===== config.mk =====
export PLATFORM = sky130hd
export DESIGN_NAME = rtc_calendar
export DESIGN_NICKNAME = d
export VERILOG_FILES = /design/src/rtl/rtc_cal_pkg.sv /design/src/rtl/rtc_tick_defer.sv /design/src/rtl/rtc_time_next.sv /design/src/rtl/rtc_calendar.sv
export SDC_FILE = /design/constraint.sdc
export NUM_CORES = 1
export LEC_CHECK = 0
export ABC_AREA = 1
export BUFFER_PORTS_ARGS = -buffer_cell sky130_fd_sc_hd__clkbuf_2
export CORE_UTILIZATION = 50
export CTS_BUF_LIST = sky130_fd_sc_hd__clkbuf_4 sky130_fd_sc_hd__clkbuf_8
export DETAILED_ROUTE_END_ITERATION = 10
export GPL_TIMING_DRIVEN = 0
export PLACE_DENSITY = 0.67
export SETUP_SLACK_MARGIN = 0.05
export SLEW_MARGIN = 0
export SYNTH_ARGS = -nofsm -noshare
export SYNTH_HDL_FRONTEND = slang
export SYNTH_SLANG_ARGS = --single-unit

===== constraint.sdc =====
create_clock -name clk -period 4.25 [get_ports clk]
set_input_delay 0.2125 -clock clk [delete_from_list [all_inputs] [get_ports clk]]
set_output_delay 0.2125 -clock clk [all_outputs]
set_load 0.01 [all_outputs]

===== src/rtl/rtc_cal_pkg.sv =====
// Shared types and BCD helpers for the clock calendar.
// Assumes all BCD operands hold digits 0..9 in each nibble.
package rtc_cal_pkg;
    localparam int unsigned DATA_W = 8;
    localparam int unsigned ADDR_W = 3;

    localparam logic [ADDR_W-1:0] A_SEC  = 3'd0;
    localparam logic [ADDR_W-1:0] A_MIN  = 3'd1;
    localparam logic [ADDR_W-1:0] A_HOUR = 3'd2;
    localparam logic [ADDR_W-1:0] A_DAY  = 3'd3;
    localparam logic [ADDR_W-1:0] A_WDAY = 3'd4;
    localparam logic [ADDR_W-1:0] A_MON  = 3'd5;
    localparam logic [ADDR_W-1:0] A_YEAR = 3'd6;
    localparam logic [ADDR_W-1:0] A_CTL  = 3'd7;

    typedef struct packed {
        logic [DATA_W-1:0] year;
        logic [DATA_W-1:0] mon;
        logic [DATA_W-1:0] wday;
        logic [DATA_W-1:0] day;
        logic [DATA_W-1:0] hour;
        logic [DATA_W-1:0] min;
        logic [DATA_W-1:0] sec;
    } rtc_time_t;

    // Add one to a two-digit BCD value (no wrap at 99 handled here).
    function automatic logic [7:0] bcd_inc(input logic [7:0] v);
        if (v[3:0] >= 4'd9) return {v[7:4] + 4'd1, 4'd0};
        else                return v + 8'd1;
    endfunction

    // Last day of a BCD month, leap rule on the two-digit BCD year.
    function automatic logic [7:0] month_len(input logic [7:0] mon, input logic [7:0] year);
        logic [7:0] ybin;
        ybin = ({4'd0, year[7:4]} * 8'd10) + {4'd0, year[3:0]};
        case (mon)
            8'h02:                      return (ybin[1:0] == 2'd0) ? 8'h29 : 8'h28;
            8'h04, 8'h06, 8'h09, 8'h11: return 8'h30;
            default:                    return 8'h31;
        endcase
    endfunction
endpackage


===== src/rtl/rtc_tick_defer.sv =====
// Decides when the counter bank steps. Holds at most one tick while the
// bank is frozen or a write owns the cycle; assumes tick is a 1-cycle pulse.
module rtc_tick_defer (
    input  logic clk,
    input  logic rst_n,
    input  logic tick,
    input  logic freeze,
    input  logic stop,
    input  logic wr_any,
    input  logic wr_sec,
    output logic step,
    output logic pending
);
    // Step when unfrozen, running, no write, and a tick is new or held.
    always_comb step = !freeze && !stop && !wr_any && (tick || pending);

    // Track the single held tick.
    always_ff @(posedge clk) begin
        if (!rst_n)                 pending <= 1'b0;
        else if (stop || wr_sec)    pending <= 1'b0;
        else if (step)              pending <= 1'b0;
        else if (tick)              pending <= 1'b1;
    end
endmodule


===== src/rtl/rtc_time_next.sv =====
// Combinational one-second successor of a BCD time/date value.
// Assumes every field holds a valid BCD value for the selected hour format.
module rtc_time_next
    import rtc_cal_pkg::*;
(
    input  rtc_time_t cur,
    input  logic      mode12,
    output rtc_time_t nxt
);
    logic       c_min, c_hour, c_day, c_mon, c_year, pm;
    logic [7:0] h_inc, dim;

    always_comb h_inc = bcd_inc({3'b000, cur.hour[4:0]});
    always_comb dim   = month_len(cur.mon, cur.year);

    // Ripple the carry from seconds up to years.
    always_comb begin
        nxt    = cur;
        c_hour = 1'b0;
        c_day  = 1'b0;
        c_mon  = 1'b0;
        c_year = 1'b0;
        pm     = cur.hour[5];
        c_min  = (cur.sec == 8'h59);
        nxt.sec = c_min ? 8'h00 : bcd_inc(cur.sec);
        if (c_min) begin
            c_hour  = (cur.min == 8'h59);
            nxt.min = c_hour ? 8'h00 : bcd_inc(cur.min);
        end
        if (c_hour) begin
            if (mode12) begin
                if (cur.hour[4:0] == 5'h11) begin
                    nxt.hour = {2'b00, ~pm, 5'h12};
                    c_day    = pm;
                end else if (cur.hour[4:0] == 5'h12) begin
                    nxt.hour = {2'b00, pm, 5'h01};
                end else begin
                    nxt.hour = {2'b00, pm, h_inc[4:0]};
                end
            end else begin
                c_day    = (cur.hour == 8'h23);
                nxt.hour = c_day ? 8'h00 : bcd_inc(cur.hour);
            end
        end
        if (c_day) begin
            nxt.wday = (cur.wday >= 8'd6) ? 8'd0 : cur.wday + 8'd1;
            c_mon    = (cur.day == dim);
            nxt.day  = c_mon ? 8'h01 : bcd_inc(cur.day);
        end
        if (c_mon) begin
            c_year  = (cur.mon == 8'h12);
            nxt.mon = c_year ? 8'h01 : bcd_inc(cur.mon);
        end
        if (c_year) nxt.year = (cur.year == 8'h99) ? 8'h00 : bcd_inc(cur.year);
    end
endmodule


===== src/rtl/rtc_calendar.sv =====
// Clock calendar top: register bank, host port and read-freeze control.
// Assumes host writes valid BCD; rdata follows addr combinationally.
module rtc_calendar
    import rtc_cal_pkg::*;
(
    input  logic              clk,
    input  logic              rst_n,
    input  logic              tick_1hz,
    input  logic              rd_en,
    input  logic              wr_en,
    input  logic [ADDR_W-1:0] addr,
    input  logic [DATA_W-1:0] wdata,
    output logic [DATA_W-1:0] rdata
);
    rtc_time_t time_q, time_nxt;
    logic      rst_flag, ctl_stop, ctl_12h, step, pending, wr_sec;

    always_comb wr_sec = wr_en && (addr == A_SEC);

    rtc_tick_defer u_defer (
        .clk     (clk),
        .rst_n   (rst_n),
        .tick    (tick_1hz),
        .freeze  (rd_en),
        .stop    (ctl_stop),
        .wr_any  (wr_en),
        .wr_sec  (wr_sec),
        .step    (step),
        .pending (pending)
    );

    rtc_time_next u_next (
        .cur    (time_q),
        .mode12 (ctl_12h),
        .nxt    (time_nxt)
    );

    // Register bank: reset, host writes (masked to field widths), or step.
    always_ff @(posedge clk) begin
        if (!rst_n) begin
            time_q   <= '{year: 8'h00, mon: 8'h01, wday: 8'h00, day: 8'h01,
                          hour: 8'h00, min: 8'h00, sec: 8'h00};
            rst_flag <= 1'b1;
            ctl_stop <= 1'b0;
            ctl_12h  <= 1'b0;
        end else if (wr_en) begin
            case (addr)
                A_SEC:  begin
                            time_q.sec <= {1'b0, wdata[6:0]};
                            rst_flag   <= wdata[7];
                        end
                A_MIN:  time_q.min  <= {1'b0, wdata[6:0]};
                A_HOUR: time_q.hour <= {2'b00, wdata[5:0]};
                A_DAY:  time_q.day  <= {2'b00, wdata[5:0]};
                A_WDAY: time_q.wday <= {5'b00000, wdata[2:0]};
                A_MON:  time_q.mon  <= {3'b000, wdata[4:0]};
                A_YEAR: time_q.year <= wdata;
                default: begin
                            ctl_12h  <= wdata[1];
                            ctl_stop <= wdata[0];
                        end
            endcase
        end else if (step) begin
            time_q <= time_nxt;
        end
    end

    // Read mux; stored fields are already masked, unused bits are zero.
    always_comb begin
        case (addr)
            A_SEC:   rdata = {rst_flag, time_q.sec[6:0]};
            A_MIN:   rdata = time_q.min;
            A_HOUR:  rdata = time_q.hour;
            A_DAY:   rdata = time_q.day;
            A_WDAY:  rdata = time_q.wday;
            A_MON:   rdata = time_q.mon;
            A_YEAR:  rdata = time_q.year;
            default: rdata = {6'd0, ctl_12h, ctl_stop};
        endcase
    end
endmodule


**After elaboration in Yosys (flattened, before gate mapping)**

Index checks and enable logic that the tools add are counted.

- Output and inout bits: 8
- Word-level logic and storage cells: 136
- Bits in registers: 60
- Bits of input ports: 16

- Add/subtract/negate cells: 16
- Reductions and logical operators: 30
- Order comparisons: 7
- Multiply operators: 1
- Bitwise logic cells: 3
- Equal/unequal tests: 27
- Multiplexer cells: 40

Operators with widths:

| operator | count |
|---|---|
| 8-bit 2-to-1 mux | 26 |
| 56-bit 2-to-1 mux | 2 |
| 8-bit by 1-bit adder with 8-bit output, second input constant | 7 |
| 8-bit case mux with 7 select lines | 1 |
| 4-bit by 1-bit adder with 4-bit output, second input constant | 6 |
| 4-bit greater-or-equal comparator, second input constant | 6 |
| 3-bit AND reduction | 6 |
| 8-bit by 3-bit equality test with 1-bit output, second input constant | 2 |
| 8-bit by 5-bit equality test with 1-bit output, second input constant | 2 |
| 8-bit by 7-bit equality test with 1-bit output, second input constant | 2 |
| 16-bit 2-to-1 mux | 1 |
| 8-bit case mux with 2 select lines | 1 |
| 2-bit by 1-bit inequality test with 1-bit output, second input constant | 7 |
| 2-bit nonzero test | 6 |
| 5-bit equality test, second input constant | 2 |
| 5-bit 2-to-1 mux | 2 |
| 3-bit equality test, second input constant | 3 |
| 8-bit by 2-bit equality test with 1-bit output, second input constant | 1 |
| 8-bit by 4-bit equality test with 1-bit output, second input constant | 1 |
| 8-bit by 6-bit equality test with 1-bit output, second input constant | 1 |
| 8-bit equality test | 1 |
| 8-bit equality test, second input constant | 1 |
| 8-bit by 3-bit greater-or-equal comparator with 1-bit output, second input constant | 1 |
| 1-bit 2-to-1 mux | 7 |
| other kinds (18) | 29 |

**Logic depth before layout (Yosys ltp)**

Gate-level depths: netlist (run 1).

- Depth after elaboration: 11
- Depth in mapped cells: 17
- Mapped depth without buffers: 17

**Cells and area by module**

From an unflattened synthesis (run 1), not the netlist that was laid out.

- Cell total of the unflattened synthesis: 977
- Area, all modules: 5873.1 µm²

By module, submodules not included:

| module | instances | cells each | sequential area each (µm²) | area an instance (µm²) |
|---|---|---|---|---|
| rtc_calendar | 1 | 561 | 1181.1 | 3549.7 |
| rtc_time_next | 1 | 405 | 0.0 | 2253.4 |
| rtc_tick_defer | 1 | 11 | 20.0 | 70.1 |

**Least setup slack after synthesis (run 1)**

No wires, ideal clock.

- Path type: flip-flop to flip-flop
- Start point: register time_q[40] (netlist name)
- End point: register time_q[41] (netlist name)
- Data required time: 4.139 ns
- Buffers on the path: 0
- Path slack: 2.449 ns
- Setup time: 0.111 ns
- Clock period less this slack: 1.801 ns
- Stages on the path, launching flop included: 17
- Arrival: 1.689 ns
- Path through: dfxtp_1 > inv_1 > ha_1 > inv_1 > nand2_1 > nand2_1 > nand2_1 > nand2_1 > nand3_1 > nand2_1 > inv_1 > nor2_4 > nand3_2 > nand2_4 > inv_2 > nor2_1 > nor2_1

- Cells in the longest elaborated chain, start to end: 7
- Elaborated cells on any way between the ends: 19
- Classes of those cells: 1 x add/sub; 1 x order compare; 7 x eq/ne; 7 x mux; 3 x reduce/logical

RTL lines:

| what | RTL line | text |
|---|---|---|
| start, declared | rtc_calendar.sv:15 | `rtc_time_t time_q, time_nxt;` |
| start signal, assigned | rtc_calendar.sv:41 | `time_q <= '{year: 8'h00, mon: 8'h01, wday: 8'h00, day: 8'h01,` |
| start signal, assigned | rtc_calendar.sv:64 | `time_q <= time_nxt;` |
| 8-bit by 3-bit equality test with 1-bit output (tied with other cells) | rtc_cal_pkg.sv:36 | `case (mon)` |
| 4-bit OR reduction | rtc_cal_pkg.sv:36 |  |
| 8-bit case mux with 2 select lines | rtc_cal_pkg.sv:36 |  |
| 8-bit equality test | rtc_time_next.sv:47 | `c_mon = (cur.day == dim);` |
| 1-bit 2-to-1 mux | rtc_time_next.sv:45 | `if (c_day) begin` |
| 2-bit nonzero test (no source line) | - |  |
| 3-bit AND reduction (no source line) | - |  |

Parallel ways exist; a longest one is shown, timed or not. The select of a mux whose other input is x is not followed.
A chain may end at the register's enable or synchronous reset.

**Final worst setup path (run 1)**

- Start point: register time_q[40] (netlist name)
- End point: register time_q[24] (netlist name)

- Cells in the longest elaborated chain, start to end: 8
- Elaborated cells on any way between the ends: 12
- Classes of those cells: 6 x eq/ne; 5 x mux; 1 x reduce/logical

RTL lines:

| what | RTL line | text |
|---|---|---|
| 8-bit by 3-bit equality test with 1-bit output (tied with other cells) | rtc_cal_pkg.sv:36 |  |
| 4-bit OR reduction | rtc_cal_pkg.sv:36 |  |
| 8-bit case mux with 2 select lines * | rtc_cal_pkg.sv:36 |  |
| 8-bit equality test * | rtc_time_next.sv:47 |  |
| 8-bit 2-to-1 mux * | rtc_time_next.sv:48 | `nxt.day = c_mon ? 8'h01 : bcd_inc(cur.day);` |
| 16-bit 2-to-1 mux * | rtc_time_next.sv:45 |  |
| 56-bit 2-to-1 mux * | rtc_calendar.sv:63 | `end else if (step) begin` |
| 56-bit 2-to-1 mux * | rtc_calendar.sv:46 | `end else if (wr_en) begin` |

Every way passes the cells marked *; elsewhere a longest branch is shown, timed or not. The select of a mux whose other input is x is not followed.

==> flow_summary.toml, run 1 <==
[timing]
relSlewSlack = 0.448
period_share = 0.522
hold_violations = 0
finalSetupViolCount = 0
slew_viol_final = 0
worstMarginPinSlew_ns = 0.808
fin_ws_ns = 2.03
fmax_mhz = 451
rsz0062_at_grt = "false"
clock_skew_ns = 0.0162
fin_crit_ns = 2.22
fin_tns_setup_ns = 0

[clock_network]
htreeDepth = 3
clock_latency_ns = 0.36
clock_path_buffers = 2
tritoncts = "built"
cts.sinks = 60
clk_pin_slew_ns = 0.08
cts_setup_buffers = 0
cts_resized = 0
cts_root_buffer = "clkbuf_8"
cts_buffers = 9
holdBufCountCts = 0

[die]
row_count = 34
die_h_um = 97.2
die_x_um = 97.2
die_area_um2 = 9450
pin_count = 24
fp.coreArea_um2 = 8760
start_util = 0.517

[final_layout]
drive_gt1_frac = 0.121
fin_nets = 756
utilization = 0.571
antenna_cells = 0
mostFrequentLayoutCells = "nand2_1, inv_1, nor2_1, dfxtp_1, o21ai_0"
syn_to_final_growth_pct = 10.3
final_common_cell = "nand2_1"
instances_no_fill = 818

[power_and_ir_drop]
leakagePower_uw = 0.00221
vdd_drop_max_v = 0.000145
finalPower_uw = 1400
p_per_area_nw_per_um2 = 280
internal_power_uw = 978
clkPwrFrac = 0.429
seq_power_share = 0.431
combPwrFrac = 0.141
switchingPower_uw = 422
swShare = 0.301

[critical_path]
critPathCapture = "time_q[24]"
r2r_end = "time_q[24]"
crit_fanout = 7
arrival_ns = 2.45
worstPathRequired_ns = 4.49
r2r-start = "time_q[40]"
path_class = "register to register"
reg2reg_slack_ns = 2.03
setup.worst_path.start = "time_q[40]"
worstSetupStartpointType = "register"
cp-end-kind = "register"
rr_worst_depth = 11

[global_route]
grt_max_degree = 12
track_usage = 0.306
antenna_found_initial = 0
grt_pass1_wl_mm = 22.4
gr-total-overflow = 0
grt_pass1_vias = 4457

[yosys]
synth.distinct_cells = 46
synthMuxAreaShare = 0
yosys.area_share.adder = 0.0966
synth_compound_area_frac = 0.215
yosys-top-cells-area = "dfxtp_1, nand2_1, ha_1, inv_1, o21ai_0"
yosys_register_bits = 60
synthCells = 672
yosys.area_share.simple = 0.288
synth_area_um2 = 4530
ys.warnings.count = 0
netlist.area_leader.share = 0.265
synth_xor_xnor_area_share = 0.0348
syn_nets = 723
yosys.area.top_type = "dfxtp_1"
synth_top_family_by_area = "simple AND/OR/NAND/NOR gates"
avgSynthCellArea_um2 = 6.75
seq_area_frac_synth = 0.265

[placed_design]
dpl_worst_slack_ns = 2.08
gp_congestion = 0.964
dp.cells = 802
io_buffers = 22
hpwl_mm = 10.4

[outcome]
status = "complete, no violations"

[detailed_routing]
drt-total-wl_mm = 14.0
viasPerCell = 5.75
ant_nets = 0
wire_per_inst_um = 17.1
via_count = 4700
drt_iter0_drc = 379
drc = 0
dr.pass1.iters = 5

[worst_hold_path]
hold_start = "wdata[7]"
holdPathStages = 3
hp-class = "primary input to register"

[flow_run]
maxCapViolations = 0
-- flip-flops by register name, summed over array words and instances, names as in the netlist --
name	flops
rst_flag	1
time_q	56
ctl_12h	1
ctl_stop	1
u_defer.pending	1
-- Yosys cell counts, drive strengths merged --
cell       n
a221oi     5
a21boi     1
clkbuf     7
o22ai     13
ha        35
nand3b     1
nand2    130
a211oi     1
nand4     10
o31ai      3
o21ai     53
dfxtp     60
nor3      15
a22oi      6
buf        9
inv      100
a31oi     21
nor4       1
nor2      71
a311oi     1
a2111oi    1
xnor2      2
a21oi     50
xor2      16
nand3     47
nor3b      1
o2111ai    6
or2        1
o211ai     5
-- area by class of cell --
class	count	area (µm²)
timing repair buffer	22	110
fill	873	3760
clock inverter	6	88.8
clock buffer	10	131
multi-input combinational	496	2880
buffer	16	78.8
sequential	60	1200
inverter	100	375
tap	108	135
-- worst max-delay path, stage by stage (launching register included) --
cell and delay (ns):
dfxtp_1 0.35, inv_1 0.17, ha_1 0.22, nand3_2 0.10, nor2_2 0.21, o21ai_0 0.22, nand3_1 0.15, nand2_2 0.09
nand2_1 0.22, nand2_1 0.10, o21ai_0 0.17, nand3_1 0.09
-- how the worst min path moves through the flow --
stage	slack, ns	endpoint
final	0.16	rst_flag
after global placement	0.44	time_q[35]
after CTS	0.14	rst_flag
after detailed placement	0.44	time_q[35]
after floorplan	0.40	ctl_stop
after global routing	0.14	rst_flag
-- cell families (layout without fill, tap and decap cells) --
family | after synthesis | in the layout
AO/OA/AOI/OAI | 166 | 166
XOR/XNOR | 18 | 18
adder cells (fa/ha/maj) | 35 | 35
flip-flops | 60 | 60
AND/OR/NAND/NOR | 277 | 277
buffers and inverters | 116 | 154
-- through the flow --
stage                     hold slack, ns  instance area [µm²]
final                              0.155                 5000
after global routing               0.142                 5000
after CTS                          0.144                 5000
after detailed placement           0.441                 4780
after global placement             0.437                 4780
after floorplan                    0.403                 4530
-- layer usage --
metal / GRT usage / wire length, µm
met1: 0.384 / 6090
met5: 0 / 0
met3: 0.0849 / 1080
met4: 0.124 / 450
met2: 0.496 / 6390
-- power by group through the flow --
stage	clock network [µW]	registers, µW	logic (µW)
floorplan	0	608	133
global placement	0	615	189
detailed placement	0	615	192
CTS	607	602	193
global route	632	605	219
finish	600	603	197
No activity file was read; power rests on OpenSTA's default activity.
==> inputs of run 2 (changes only) <==
Settings changed: ABC_AREA 1 to 0.
Clock period 4.25 ns to 2.15 ns, I/O delays scaled along.
==> run 2 against run 1 <==
The run now ends with setup timing left. Non-clock buffer count up 39. Register-to-register slack worse by 2.4 ns. Via count up 9.1%.
==> flow_summary.toml, run 2 <==
[critical_path]
path_class = "register to register"
r2r_end = "time_q[25]"
worstSetupStartpointType = "register"
arrival_ns = 2.76
crit_chain = "inv_4 -> ha_4 -> or4b_4 -> nor4_4 -> buf_4 -> nor4_4 -> buf_4 -> o211ai_4 -> nand3_1 -> a311oi_2"
setup.worst_path.start = "time_q[40]"
crit_fanout = 7
r2r-start = "time_q[40]"
rr_worst_depth = 10
path_buf_inv = 3
worstPathRequired_ns = 2.41
cp-end-kind = "register"
critical-path-slowest-cell = "or4b_4"
slowest_delay_ns = 0.49
critical-path-top-delay-family = "simple AND/OR/NAND/NOR gates"
reg2reg_slack_ns = -0.35

[flow_run]
maxCapViolations = 0

[die]
die_area_um2 = 9640
start_util = 0.523
row_count = 34
fp.coreArea_um2 = 8850
pin_count = 24
die_h_um = 98.2
die_x_um = 98.2

[yosys]
avgSynthCellArea_um2 = 7.71
synth_area_um2 = 4630
yosysMostFrequentCell = "nor2_1"
async_flop_share = 0
yosys_register_bits = 60
netlist.area_leader.share = 0.260
seq_area_frac_synth = 0.260
yosys.area.top_type = "dfxtp_1"
synth.distinct_cells = 77
yosys-top-cells-area = "dfxtp_1, ha_1, o21ai_0, nor2_1, nand2_1"
synth-main-ff-cell = "dfxtp_1"
synthCells = 600
syn_nets = 651
yosys-top-cells-count = "nor2_1, dfxtp_1, nand2_1"
ys.warnings.count = 0
synth-edff-count = 0

[timing]
fin_tns_setup_ns = -6.46
worstMarginPinSlew_ns = 0.845
slew_viol_final = 0
fmax_mhz = 400
finalSetupViolCount = 23
fin_crit_ns = 2.50
period_share = 1.16
rsz0062_at_grt = "true"
hold_violations = 0
relSlewSlack = 0.437
fin_ws_ns = -0.347
clock_skew_ns = 0.00942

[final_layout]
fin_area_um2 = 5730
regMostFlops = "time_q"
drive_gt1_frac = 0.244
utilization = 0.648
fin_nets = 707
syn_to_final_growth_pct = 23.9
antenna_cells = 0
final_common_cell = "nor2_1"
largest_reg_flops = 56
mostFrequentLayoutCells = "nor2_1, nand2_1, dfxtp_1, o21ai_0, a21oi_1"

[placed_design]
gp_congestion = 0.985
io_buffers = 20
dpl_worst_slack_ns = -0.416
placed_area_um2 = 4920
hpwl_mm = 11.6

[worst_hold_path]
hold_start = "wdata[0]"
hp-class = "primary input to register"
holdPathStages = 3
worstHoldEndpoint = "ctl_stop"

[power_and_ir_drop]
vdd_drop_max_v = 0.000320
seq_power_share = 0.398
leakagePower_uw = 0.00212
combPwrFrac = 0.145
swShare = 0.283
clkPwrFrac = 0.456
internal_power_uw = 2120
p_per_area_nw_per_um2 = 514
switchingPower_uw = 835

[outcome]
violations = "setup timing"
status = "finished with violations"

[clock_network]
htreeDepth = 3
clock_latency_ns = 0.35
cts_root_buffer = "clkbuf_8"
cts.sinks = 60
cts_buffers = 9
tritoncts = "built"
clock_path_buffers = 2
clk_pin_slew_ns = 0.08

[detailed_routing]
drt-total-wl_mm = 17.1
ant_nets = 0
drc = 0
via_count = 5130
drt_iter0_drc = 475
viasPerCell = 6.67
dr.pass1.iters = 7
wire_per_inst_um = 22.2

[global_route]
grt_max_degree = 11
grt_pass1_wl_mm = 26.4
gr-total-overflow = 0
antenna_found_initial = 0
track_usage = 0.355
grt_pass1_vias = 4870
==> run 2: cell count changes in the layout (fill, tap and decap cells not counted), sizes merged, moves of 6 or more <==
cell    change
clkbuf     +17
xor2       -14
and2        +8
nand2      -77
nor2b       +6
a211oi      +8
o22ai       -9
inv        -67
nor2        -8
a21oi      -15
nand3      -22
mux2i      +18
buf        +24
==> run 2: timing repair <==
action | 4_1_cts | 5_1_grt
pin swaps | 24 | 11
endpoints found under the setup margin | 51 | 41
hold buffers | 0 | 0
gates cloned | 1 | 0
resized for setup | 50 | 47
buffers inserted | 22 | 6
==> run 2: worst max-delay path by stage <==
stage	depth (start not counted)	to
final	10	time_q[25]
after global routing	10	time_q[25]
after CTS	10	time_q[26]
after detailed placement	8	time_q[54]
after global placement	8	time_q[54]
after floorplan	9	time_q[43]
==> run 2: worst reg2reg max path: stages (launching register included) <==
cell	delay, ns
dfxtp_4	0.36
inv_4	0.06
ha_4	0.12
or4b_4	0.49
nor4_4	0.26
buf_4	0.17
nor4_4	0.05
buf_4	0.18
o211ai_4	0.27
nand3_1	0.18
a311oi_2	0.28
==> run 2: final cells by class <==
class,instances,area (µm²)
timing repair buffer,49,340
clock buffer,12,159
sequential,60,1230
buffer,28,131
fill,804,3110
tap,108,135
inverter,33,126
clock inverter,4,95.1
multi-input combinational,475,3510
==> run 2: power groups by stage <==
stage | Combinational [µW] | Clock [µW] | Sequential [µW]
after floorplan | 249 | 0 | 1190
final | 429 | 1350 | 1180
after global placement | 367 | 0 | 1200
after detailed placement | 375 | 0 | 1200
after global routing | 460 | 1400 | 1180
after CTS | 399 | 1350 | 1170
==> run 2: kinds of logic (layout without fill, tap and decap cells) <==
group,after synthesis,count (layout),share of synthesized area
buf+inv,65,126,0.0535
fa+ha+maj,35,35,0.0946
mux,22,22,0.0511
xor+xnor,5,5,0.00947
flops,60,60,0.260
compound gates,192,192,0.288
simple gates,221,221,0.244
==> run 2: stage by stage <==
stage	instances	power [µW]	hold WS, ns
finish	769	2950	0.0816
global route	769	3040	0.0993
CTS	765	2920	0.0616
detailed placement	728	1580	0.417
global placement	728	1570	0.423
floorplan	600	1430	0.251
==> run 2: layer usage <==
metal	routed length, µm	vias up	track usage	part of all wire
li1	-	2350	-	-
met1	6910	2442	0.454	0.40
met2	7720	274	0.556	0.45
met3	1600	64	0.0680	0.094
met4	871	0	0.209	0.051
met5	0	-	0	0
==> inputs of run 3 (changes only) <==
Settings changed: CELL_PAD_IN_SITES_DETAIL_PLACEMENT set to 1, CELL_PAD_IN_SITES_GLOBAL_PLACEMENT set to 2, CORE_UTILIZATION 50 to 38, PLACE_DENSITY 0.67 to unset, PLACE_DENSITY_LB_ADDON set to 0.1.
==> run 3 against run 2 <==
The flow finishes with violations (DRC, setup timing). Global-route usage fell by 3.1 points. Fmax fell by 0.14%. Die area is 31% higher. Clock skew barely moved. Combinational power grew 5.4%. Non-clock buffer count rose by 6. Worst hold slack improved by 0.0037 ns. Critical path type unchanged. Critical endpoint is now time_q[46]. Largest cell class unchanged.
==> flow_summary.toml, run 3 (synthesized netlist as in run 2, its figures left out) <==
[clock_network]
tritoncts = "built"
cts_buffers = 9
cts_root_buffer = "clkbuf_8"
htreeDepth = 3
clock_latency_ns = 0.37
clk_pin_slew_ns = 0.08
cts.sinks = 60
clock_path_buffers = 2

[detailed_routing]
dr.pass1.iters = 8
ant_nets = 0
drt-total-wl_mm = 20.1
wire_per_inst_um = 24.9
drt_iter0_drc = 391
viasPerCell = 6.43
drc = 1
via_count = 5205

[die]
start_util = 0.397
die_h_um = 112
die_area_um2 = 12600
die_x_um = 112
pin_count = 24
row_count = 39
fp.coreArea_um2 = 11700

[critical_path]
cp-end-kind = "register"
path_buf_inv = 1
critical-path-top-delay-family = "simple AND/OR/NAND/NOR gates"
worstPathRequired_ns = 2.42
crit_chain = "inv_4 -> ha_4 -> or4b_4 -> nor4_4 -> o31a_4 -> o2111ai_4 -> or4_1 -> a31oi_1"
arrival_ns = 2.77
crit_fanout = 6
critical-path-slowest-cell = "or4b_4"
path_class = "register to register"
slowest_delay_ns = 0.49
worstSetupStartpointType = "register"

[global_route]
grt_pass1_vias = 5331
antenna_found_initial = 0
grt_pass1_wl_mm = 30.6
track_usage = 0.324
grt_max_degree = 11
gr-total-overflow = 0

[placed_design]
hpwl_mm = 14.0
dpl_worst_slack_ns = -0.562
io_buffers = 20
gp_congestion = 0.891

[final_layout]
syn_to_final_growth_pct = 27.3
mostFrequentLayoutCells = "nor2_1, nand2_1, o21ai_0, dfxtp_1"
largest_reg_flops = 56
utilization = 0.505
antenna_cells = 0
drive_gt1_frac = 0.267
regMostFlops = "time_q"
num-fill-cells = 1408
final_common_cell = "nor2_1"
fin_nets = 713

[power_and_ir_drop]
vdd_drop_max_v = 0.000450
leakagePower_uw = 0.00218
p_per_area_nw_per_um2 = 518

[timing]
fin_ws_ns = -0.351
relSlewSlack = 0.375
worstMarginPinSlew_ns = 0.938
hold_violations = 0
period_share = 1.16
fin_crit_ns = 2.50
clock_skew_ns = 0.00952
rsz0062_at_grt = "true"
finalSetupViolCount = 23
slew_viol_final = 0
fmax_mhz = 400

[worst_hold_path]
hp-class = "primary input to register"

[outcome]
status = "finished with violations"
violations = "DRC, setup timing"

[flow_run]
maxCapViolations = 0
run 3: worst reg2reg max path, stage by stage, from the launching register on:
cell and delay [ns]:
dfxtp_4 0.36, inv_4 0.06, ha_4 0.12, or4b_4 0.49, nor4_4 0.21, o31a_4 0.22, o2111ai_4 0.21, or4_1 0.49
a31oi_1 0.25
run 3: worst paths after layout:
path	start	slack, ns	to	depth (start not counted)
worst min register to register	time_q[7]	0.49	time_q[7]	2
worst min-delay path	rst_n	0.09	time_q[39]	3
worst max-delay path	time_q[40]	-0.35	time_q[46]	8
worst max register to register	time_q[40]	-0.35	time_q[46]	8
run 3: cell type report:
type	count	area [µm²]	share of cell area
multi-input cells	475	3550	0.603
flip-flops and latches	60	1240	0.211
repair buffers	55	393	0.0667
clock buffers	13	179	0.0304
well taps	143	179	0.0304
plain buffers	28	131	0.0223
inverters	33	126	0.0215
clock inverters	3	90.1	0.0153
run 3: power by group:
| part | total [µW] | leakage (µW) | internal, µW | switching (µW) |
|---|---|---|---|---|
| registers | 1180 | 0.000495 | 1130 | 48.2 |
| clock network | 1420 | 0.000136 | 898 | 520 |
| logic | 452 | 0.00155 | 144 | 308 |
run 3: layer usage:
metal	GRT usage	up-vias	share of wire
met3	0.0626	53	0.058
met4	0.188	0	0.042
met2	0.510	190	0.46
met1	0.414	2592	0.44
li1	-	2370	-
met5	0	-	0
run 3: per-stage QoR:
step	hold WS [ns]	setup TNS [ns]	total power, µW	area (µm²)	std cells
after global routing	0.0994	-8.13	3140	5890	810
after global placement	0.413	-15.24	1590	4960	763
after CTS	0.0647	-6.15	3020	5640	801
after floorplan	0.251	-1.13	1430	4690	600
after detailed placement	0.434	-17.11	1600	4960	763
final	0.0853	-6.41	3050	5890	810
run 3: repair_timing:
action | 4_1_cts | 5_1_grt
buffers inserted | 23 | 11
cloned | 1 | 0
resized for setup | 64 | 52
endpoints found under the setup margin | 51 | 53
pin swaps | 21 | 22
hold buffers | 0 | 0
